## config.mk

```make
export PLATFORM = sky130hd
export DESIGN_NAME = agu_top
export DESIGN_NICKNAME = d
export VERILOG_FILES = /design/src/rtl/agu_pkg.sv /design/src/rtl/agu_brev.sv /design/src/rtl/agu_circ.sv /design/src/rtl/agu_top.sv
export SDC_FILE = /design/constraint.sdc
export NUM_CORES = 2
export LEC_CHECK = 0
export BUFFER_PORTS_ARGS = -buffer_cell sky130_fd_sc_hd__buf_2
export CAP_MARGIN = 20
export CORE_MARGIN = 2
export CORE_UTILIZATION = 58
export CTS_BUF_LIST = sky130_fd_sc_hd__clkbuf_8
export DETAILED_ROUTE_END_ITERATION = 7
export PLACE_DENSITY = 0.8
export RECOVER_POWER = 50
export SYNTH_ARGS = -nofsm -noshare
export SYNTH_HDL_FRONTEND = slang
export SYNTH_SLANG_ARGS = --single-unit
```

## constraint.sdc

```tcl
create_clock -name clk -period 35.6 [get_ports clk]
set_input_delay 1.78 -clock clk [delete_from_list [all_inputs] [get_ports clk]]
set_output_delay 1.78 -clock clk [all_outputs]
set_load 0.05 [all_outputs]
```

## src/rtl/agu_pkg.sv

```systemverilog
package agu_pkg;

    typedef enum logic [2:0] {
        MODE_FIXED = 3'd0,
        MODE_POST  = 3'd1,
        MODE_PRE   = 3'd2,
        MODE_BREV  = 3'd3,
        MODE_CIRC  = 3'd4
    } agu_mode_e;

    localparam int WORD_BYTES = 4;

endpackage

```

## src/rtl/agu_brev.sv

```systemverilog
module agu_brev #(
    parameter int W = 16
) (
    input  logic [W-1:0] idx,
    input  logic [W-1:0] inc,
    output logic [W-1:0] idx_upd
);
    logic [W-1:0] idx_r;
    logic [W-1:0] inc_r;
    logic [W-1:0] sum_r;

    // mirror both operands, add in mirrored space, mirror back
    for (genvar i = 0; i < W; i++) begin : g_mirror
        assign idx_r[i]   = idx[W-1-i];
        assign inc_r[i]   = inc[W-1-i];
        assign idx_upd[i] = sum_r[W-1-i];
    end

    assign sum_r = idx_r + inc_r;

endmodule

```

## src/rtl/agu_circ.sv

```systemverilog
module agu_circ
    import agu_pkg::*;
#(
    parameter int H     = 16,
    parameter int OFF_W = 10
) (
    input  logic [H-1:0]     idx,
    input  logic [H-1:0]     len,
    input  logic [OFF_W-1:0] off,
    output logic [H-1:0]     idx_upd,
    output logic [H-1:0]     next_word
);
    localparam int SW = H + 2;

    logic signed [SW-1:0] sum;
    logic [H-1:0]         wrapped;
    logic [H-1:0]         pos_mod;
    logic [H-1:0]         nxt_mod;

    assign sum     = $signed({2'b00, idx}) + $signed({{(SW-OFF_W){off[OFF_W-1]}}, off});
    assign wrapped = sum[H-1:0] + len;

    always_comb begin
        pos_mod = '0;
        nxt_mod = '0;
        if (len != '0) begin
            pos_mod = H'(sum[H:0] % {1'b0, len});
            nxt_mod = H'(({1'b0, idx} + (H+1)'(WORD_BYTES)) % {1'b0, len});
        end
    end

    always_comb begin
        if (len == '0)
            idx_upd = idx;
        else if (sum[SW-1])
            idx_upd = wrapped;
        else
            idx_upd = pos_mod;
    end

    assign next_word = nxt_mod;

endmodule

```

## src/rtl/agu_top.sv

```systemverilog
module agu_top
    import agu_pkg::*;
#(
    parameter int ADDR_W = 32,
    parameter int OFF_W  = 10
) (
    input  logic              clk,
    input  logic              rst_n,
    input  logic              valid,
    input  logic [2:0]        mode,
    input  logic [ADDR_W-1:0] base,
    input  logic [ADDR_W-1:0] index_reg,
    input  logic [OFF_W-1:0]  off10,
    input  logic              is64,
    output logic [ADDR_W-1:0] addr0,
    output logic [ADDR_W-1:0] addr1,
    output logic [ADDR_W-1:0] base_wb,
    output logic              base_wb_en,
    output logic [ADDR_W-1:0] index_wb,
    output logic              index_wb_en
);
    localparam int H = ADDR_W / 2;

    typedef struct packed {
        logic [ADDR_W-1:0] addr0;
        logic [ADDR_W-1:0] addr1;
        logic [ADDR_W-1:0] base_wb;
        logic              base_wb_en;
        logic [ADDR_W-1:0] index_wb;
        logic              index_wb_en;
    } agu_out_t;

    agu_out_t res_d, res_q;

    logic [ADDR_W-1:0] off_sx;
    logic [ADDR_W-1:0] base_off;
    logic [ADDR_W-1:0] base_idx;
    logic [H-1:0]      idx;
    logic [H-1:0]      hi;
    logic [H-1:0]      brev_idx;
    logic [H-1:0]      circ_idx;
    logic [H-1:0]      circ_next;

    assign off_sx   = {{(ADDR_W-OFF_W){off10[OFF_W-1]}}, off10};
    assign base_off = base + off_sx;
    assign idx      = index_reg[H-1:0];
    assign hi       = index_reg[ADDR_W-1:H];
    assign base_idx = base + {{(ADDR_W-H){1'b0}}, idx};

    agu_brev #(.W(H)) u_brev (
        .idx     (idx),
        .inc     (hi),
        .idx_upd (brev_idx)
    );

    agu_circ #(.H(H), .OFF_W(OFF_W)) u_circ (
        .idx       (idx),
        .len       (hi),
        .off       (off10),
        .idx_upd   (circ_idx),
        .next_word (circ_next)
    );

    always_comb begin
        res_d             = res_q;
        res_d.base_wb_en  = 1'b0;
        res_d.index_wb_en = 1'b0;
        if (valid) begin
            res_d.addr0    = base_off;
            res_d.base_wb  = base;
            res_d.index_wb = index_reg;
            case (agu_mode_e'(mode))
                MODE_POST: begin
                    res_d.addr0      = base;
                    res_d.base_wb    = base_off;
                    res_d.base_wb_en = 1'b1;
                end
                MODE_PRE: begin
                    res_d.base_wb    = base_off;
                    res_d.base_wb_en = 1'b1;
                end
                MODE_BREV: begin
                    res_d.addr0       = base_idx;
                    res_d.index_wb    = {hi, brev_idx};
                    res_d.index_wb_en = 1'b1;
                end
                MODE_CIRC: begin
                    res_d.addr0       = base_idx;
                    res_d.index_wb    = {hi, circ_idx};
                    res_d.index_wb_en = 1'b1;
                end
                default: ;
            endcase
            if (!is64)
                res_d.addr1 = res_d.addr0;
            else if (agu_mode_e'(mode) == MODE_CIRC && hi != '0)
                res_d.addr1 = base + {{(ADDR_W-H){1'b0}}, circ_next};
            else
                res_d.addr1 = res_d.addr0 + ADDR_W'(WORD_BYTES);
        end
    end

    always_ff @(posedge clk) begin
        if (!rst_n)
            res_q <= '0;
        else
            res_q <= res_d;
    end

    assign addr0       = res_q.addr0;
    assign addr1       = res_q.addr1;
    assign base_wb     = res_q.base_wb;
    assign base_wb_en  = res_q.base_wb_en;
    assign index_wb    = res_q.index_wb;
    assign index_wb_en = res_q.index_wb_en;

endmodule

```

==> impl_metrics.xml <==
<?xml version="1.0" encoding="UTF-8"?>
<metrics>
  <group name="place">
    <metric name="placedInstanceArea" unit="um2">33500</metric>
    <metric name="finalWeightedCongestion" unit="">1.06</metric>
    <metric name="dp_hpwl" unit="um">96100</metric>
    <metric name="placement.setup.worst_slack" unit="ns">-1.12</metric>
    <metric name="buffer_ports.inserted" unit="">210</metric>
  </group>
  <group name="power_and_ir_drop">
    <metric name="power_switching_share" unit="%">53.5</metric>
    <metric name="vdd_ir_drop_max" unit="uV">36.7</metric>
    <metric name="total_power_draw" unit="mW">1.79</metric>
    <metric name="p_int" unit="mW">0.831</metric>
    <metric name="combPwrFrac" unit="%">82.7</metric>
    <metric name="power.clock.fraction" unit="%">7.6</metric>
    <metric name="p_sw" unit="mW">0.957</metric>
    <metric name="p_seq_share" unit="%">9.7</metric>
    <metric name="leakage_power" unit="nW">15.0</metric>
    <metric name="power.density_cell_area" unit="nW/um2">51.9</metric>
  </group>
  <group name="logic_synthesis">
    <metric name="synth_edf_count" unit="">0</metric>
    <metric name="syn_nets" unit="">4788</metric>
    <metric name="synth.mux.area_fraction" unit="%">4.20</metric>
    <metric name="synth_adder_area_share" unit="%">17.9</metric>
    <metric name="yosys.area_share.xor_xnor" unit="%">7.98</metric>
    <metric name="netlist.area_leader.share" unit="%">17.3</metric>
    <metric name="post_synth_top_area_cell" unit="">ha_1</metric>
    <metric name="average_instance_area_after_synthesis" unit="um2">7.08</metric>
    <metric name="yosys.area_share.simple" unit="%">24.7</metric>
    <metric name="area_of_the_mapped_netlist" unit="um2">30300</metric>
    <metric name="synth_ff_type" unit="">dfxtp_1</metric>
    <metric name="count_of_mapped_cells_out_of_synthesis" unit="">4279</metric>
    <metric name="postSynth.asyncResetShare" unit="%">0</metric>
    <metric name="yosysWarningCount" unit="">0</metric>
    <metric name="post_synth_main_area_contributors" unit="">ha_1 17%, dfxtp_1 8.6%, a21oi_1 5.8%</metric>
    <metric name="synth_top_family_by_area" unit="">compound AO/OA/AOI/OAI gates</metric>
    <metric name="synth.lib_cells_used.distinct" unit="">100</metric>
    <metric name="ys_ff_latch" unit="">130</metric>
    <metric name="synth_compound_gate_area_share" unit="%">32.7</metric>
    <metric name="synth-seq-area-share" unit="%">8.59</metric>
  </group>
  <group name="timing">
    <metric name="slew_headroom" unit="%">-60.8</metric>
    <metric name="period_share" unit="%">95.9</metric>
    <metric name="timing.final.hold_violations" unit="">0</metric>
    <metric name="maxSlewViolCount" unit="">87</metric>
    <metric name="timing.hold.ws" unit="ns">0.482</metric>
    <metric name="fmax" unit="MHz">29.3</metric>
    <metric name="fin_skew" unit="ns">0</metric>
    <metric name="finalWorstSetupSlack" unit="ns">1.47</metric>
    <metric name="final.min_clock_period" unit="ns">34.13</metric>
    <metric name="max_slew.worst_pin.slew" unit="ns">2.41</metric>
    <metric name="timing.final.setup_violations" unit="">0</metric>
  </group>
  <group name="clock_tree">
    <metric name="htree_levels" unit="">4</metric>
    <metric name="hold_buffers" unit="">0</metric>
    <metric name="clock_sink_count" unit="">130</metric>
    <metric name="tritoncts" unit="">built</metric>
    <metric name="cts_root_buffer" unit="">clkbuf_8</metric>
    <metric name="clk_path_buf_depth" unit="">2</metric>
    <metric name="numCtsBuffers" unit="">17</metric>
    <metric name="clock_insertion_delay_worst_skew" unit="ns">0.47</metric>
    <metric name="clk_transition_reported_paths" unit="ns">0.10</metric>
  </group>
  <group name="setup_path">
    <metric name="arrival_time_at_the_worst_endpoint" unit="ns">34.49</metric>
    <metric name="worst_path_most_repeated_cell" unit="">ha_1</metric>
    <metric name="critPathMaxFanout" unit="">17</metric>
    <metric name="cp_slowest_cell" unit="">or4_1</metric>
    <metric name="cp.required" unit="ns">35.96</metric>
    <metric name="critPathCaptureType" unit="">register</metric>
    <metric name="start_kind" unit="">input pin</metric>
    <metric name="crit_path_max_incr_delay" unit="ns">0.53</metric>
    <metric name="criticalPathCategory" unit="">in2reg</metric>
  </group>
  <group name="min_path">
    <metric name="min_path_type" unit="">reg2reg</metric>
  </group>
  <group name="floorplan">
    <metric name="fp-row-count" unit="">83</metric>
    <metric name="die_w" unit="um">233</metric>
    <metric name="fp.coreArea" unit="um2">51500</metric>
    <metric name="fp.dieH" unit="um">233</metric>
    <metric name="start_util" unit="%">58.8</metric>
    <metric name="dieArea" unit="um2">54100</metric>
    <metric name="io-pin-count" unit="">211</metric>
  </group>
  <group name="global_route">
    <metric name="global_route.usage.total" unit="%">43.8</metric>
    <metric name="grt_antenna_before_repair" unit="">6</metric>
    <metric name="grt_max_degree" unit="">108</metric>
    <metric name="grt_pass1_wl" unit="um">187000</metric>
    <metric name="first_global_vias" unit="">33200</metric>
    <metric name="global_route_total_overflow" unit="">0</metric>
  </group>
  <group name="outcome">
    <metric name="failed_checks" unit="">max-capacitance violations, max-slew violations</metric>
    <metric name="outcome" unit="">complete, but fails checks</metric>
  </group>
  <group name="routing">
    <metric name="finalWirelength" unit="um">124000</metric>
    <metric name="number_of_iterations_in_the_first_detailed_routing_pass" unit="">7</metric>
    <metric name="via_count" unit="">36400</metric>
    <metric name="drtIter0Drc" unit="">3889</metric>
    <metric name="detail-route-antenna-nets" unit="">0</metric>
    <metric name="avgRoutedWirePerCell" unit="um">23.2</metric>
    <metric name="drc_errors" unit="">0</metric>
    <metric name="detail_route.vias_per_cell" unit="">6.84</metric>
  </group>
  <group name="layout">
    <metric name="design.final.nets" unit="">5133</metric>
    <metric name="synthToLayoutAreaGrowth" unit="%">13.7</metric>
    <metric name="layout-drive-gt1-share" unit="%">13.5</metric>
    <metric name="finalInstanceArea" unit="um2">34400</metric>
  </group>
  <group name="job">
    <metric name="timing.max_cap.violations" unit="">2</metric>
  </group>
</metrics>
[synth_stat cells, types with 16 or more instances]
| master | count |
|---|---|
| nand2b_1 | 52 |
| o21a_1 | 115 |
| nor2b_1 | 41 |
| and3_1 | 48 |
| a31o_2 | 16 |
| o31ai_1 | 43 |
| xnor2_1 | 173 |
| inv_1 | 149 |
| or2_2 | 38 |
| o221ai_1 | 21 |
| a221oi_1 | 28 |
| or3_1 | 60 |
| nand3_1 | 112 |
| o21bai_1 | 23 |
| a2111oi_0 | 16 |
| xor2_1 | 103 |
| clkbuf_1 | 144 |
| a21o_1 | 122 |
| a221o_1 | 17 |
| and2_1 | 38 |
| a21boi_0 | 31 |
| a211oi_1 | 77 |
| mux2i_1 | 69 |
| dfxtp_1 | 130 |
| nor3_1 | 179 |
| ha_1 | 420 |
| nand4_1 | 43 |
| a211o_1 | 20 |
| nor4_1 | 37 |
| a31oi_1 | 60 |
| nor2_1 | 428 |
| a21oi_1 | 354 |
| o211ai_1 | 74 |
| nand2_1 | 371 |
| o21ai_0 | 271 |
| mux2_2 | 49 |
[final timing paths]
path              slack [ns]  depth (start not counted)                startpoint                        to
setup / recovery        1.47                        150              index_reg[2]    addr1[22]$_SDFFE_PN0P_
hold / removal          0.48                          2    addr1[27]$_SDFFE_PN0P_    addr1[27]$_SDFFE_PN0P_
setup reg to reg       34.26                          3  index_wb[2]$_SDFFE_PN0P_  index_wb[2]$_SDFFE_PN0P_
hold reg to reg         0.48                          2    addr1[27]$_SDFFE_PN0P_    addr1[27]$_SDFFE_PN0P_
[worst max-delay path, delay by kind of cell]
kind | cells | cell delay, ns
multiplexers | 6 | 1.75
AO/OA/AOI/OAI | 69 | 14.39
AND/OR/NAND/NOR | 39 | 8.17
buffers and inverters | 16 | 2.74
XOR/XNOR | 3 | 0.51
adder cells (fa/ha/maj) | 17 | 5.12
[cell usage in the layout, fill, tap and decap left out, types with 52 or more instances in the layout]
cell type	count
nor2_1	425
ha_1	419
nand2_1	369
a21oi_1	330
buf_4	267
o21ai_0	258
xnor2_1	173
nor3_1	166
inv_1	148
dfxtp_1	130
clkbuf_1	124
a21o_1	121
o21a_1	113
nand3_1	110
xor2_1	103
buf_2	83
o211ai_1	74
a211oi_1	72
mux2i_1	65
or3_1	59
a31oi_1	56
nand2b_1	52
[routing by layer]
metal  part of all wire [%]  vias up  GRT usage, %
met3                     11      465          9.19
met5                  0.031        -             0
met1                     41    16900          58.1
met4                    5.7        6          21.5
met2                     42     2136          67.2
li1                       -    16900             -
[flip-flops by register name (all words and copies together), names as in the netlist]
signal / count
addr0: 32
base_wb: 32
base_wb_en: 1
addr1: 32
index_wb: 32
index_wb_en: 1
[stage by stage]
| stage | std cells | utilization, % | TNS (ns) |
|---|---|---|---|
| 3_5_place_dp | 5265 | 65.1 | -15.36 |
| 3_3_place_gp | 5265 | 65.1 | -0.0623 |
| 5_1_grt | 5318 | 66.9 | -2.13 |
| 6_report | 5320 | 66.9 | 0 |
| 4_1_cts | 5299 | 66.0 | 0 |
| 2_1_floorplan | 4279 | - | 0 |
[power by group through the flow]
stage | combinational [mW] | sequential, mW | clock (mW)
6_report | 1.48 | 0.173 | 0.136
5_1_grt | 1.59 | 0.173 | 0.140
4_1_cts | 1.40 | 0.171 | 0.134
3_5_place_dp | 1.39 | 0.174 | 0
3_3_place_gp | 1.38 | 0.174 | 0
2_1_floorplan | 0.912 | 0.220 | 0
[timing repair]
action,4_1_cts,5_1_grt
buffers inserted,2,18
endpoints found under the setup margin,19,48
pin swaps,1,28
resized for setup,10,118
[area by class of cell]
type                            count  area [um2]
Multi-Input combinational cell   3841       27100
Fill cell                        4822       17100
Timing Repair Buffer              483        2980
Sequential cell                   130        2600
Tap cell                          680         851
Inverter                          151         571
Clock buffer                       17         234
Clock inverter                     15         148
Antenna cell                        3        7.51
[kinds of logic (layout without fill, tap and decap cells)]
kind of cell,count (synthesis),in the layout
and+or+nand+nor,1537,1537
muxes,120,120
adders and majority gates,428,428
other,0,3
buffers and inverters,308,666
xor gates and xnor gates,276,276
DFF,130,130
AOI/OAI and AO/OA,1480,1480
(Power assumes the default switching activity.)
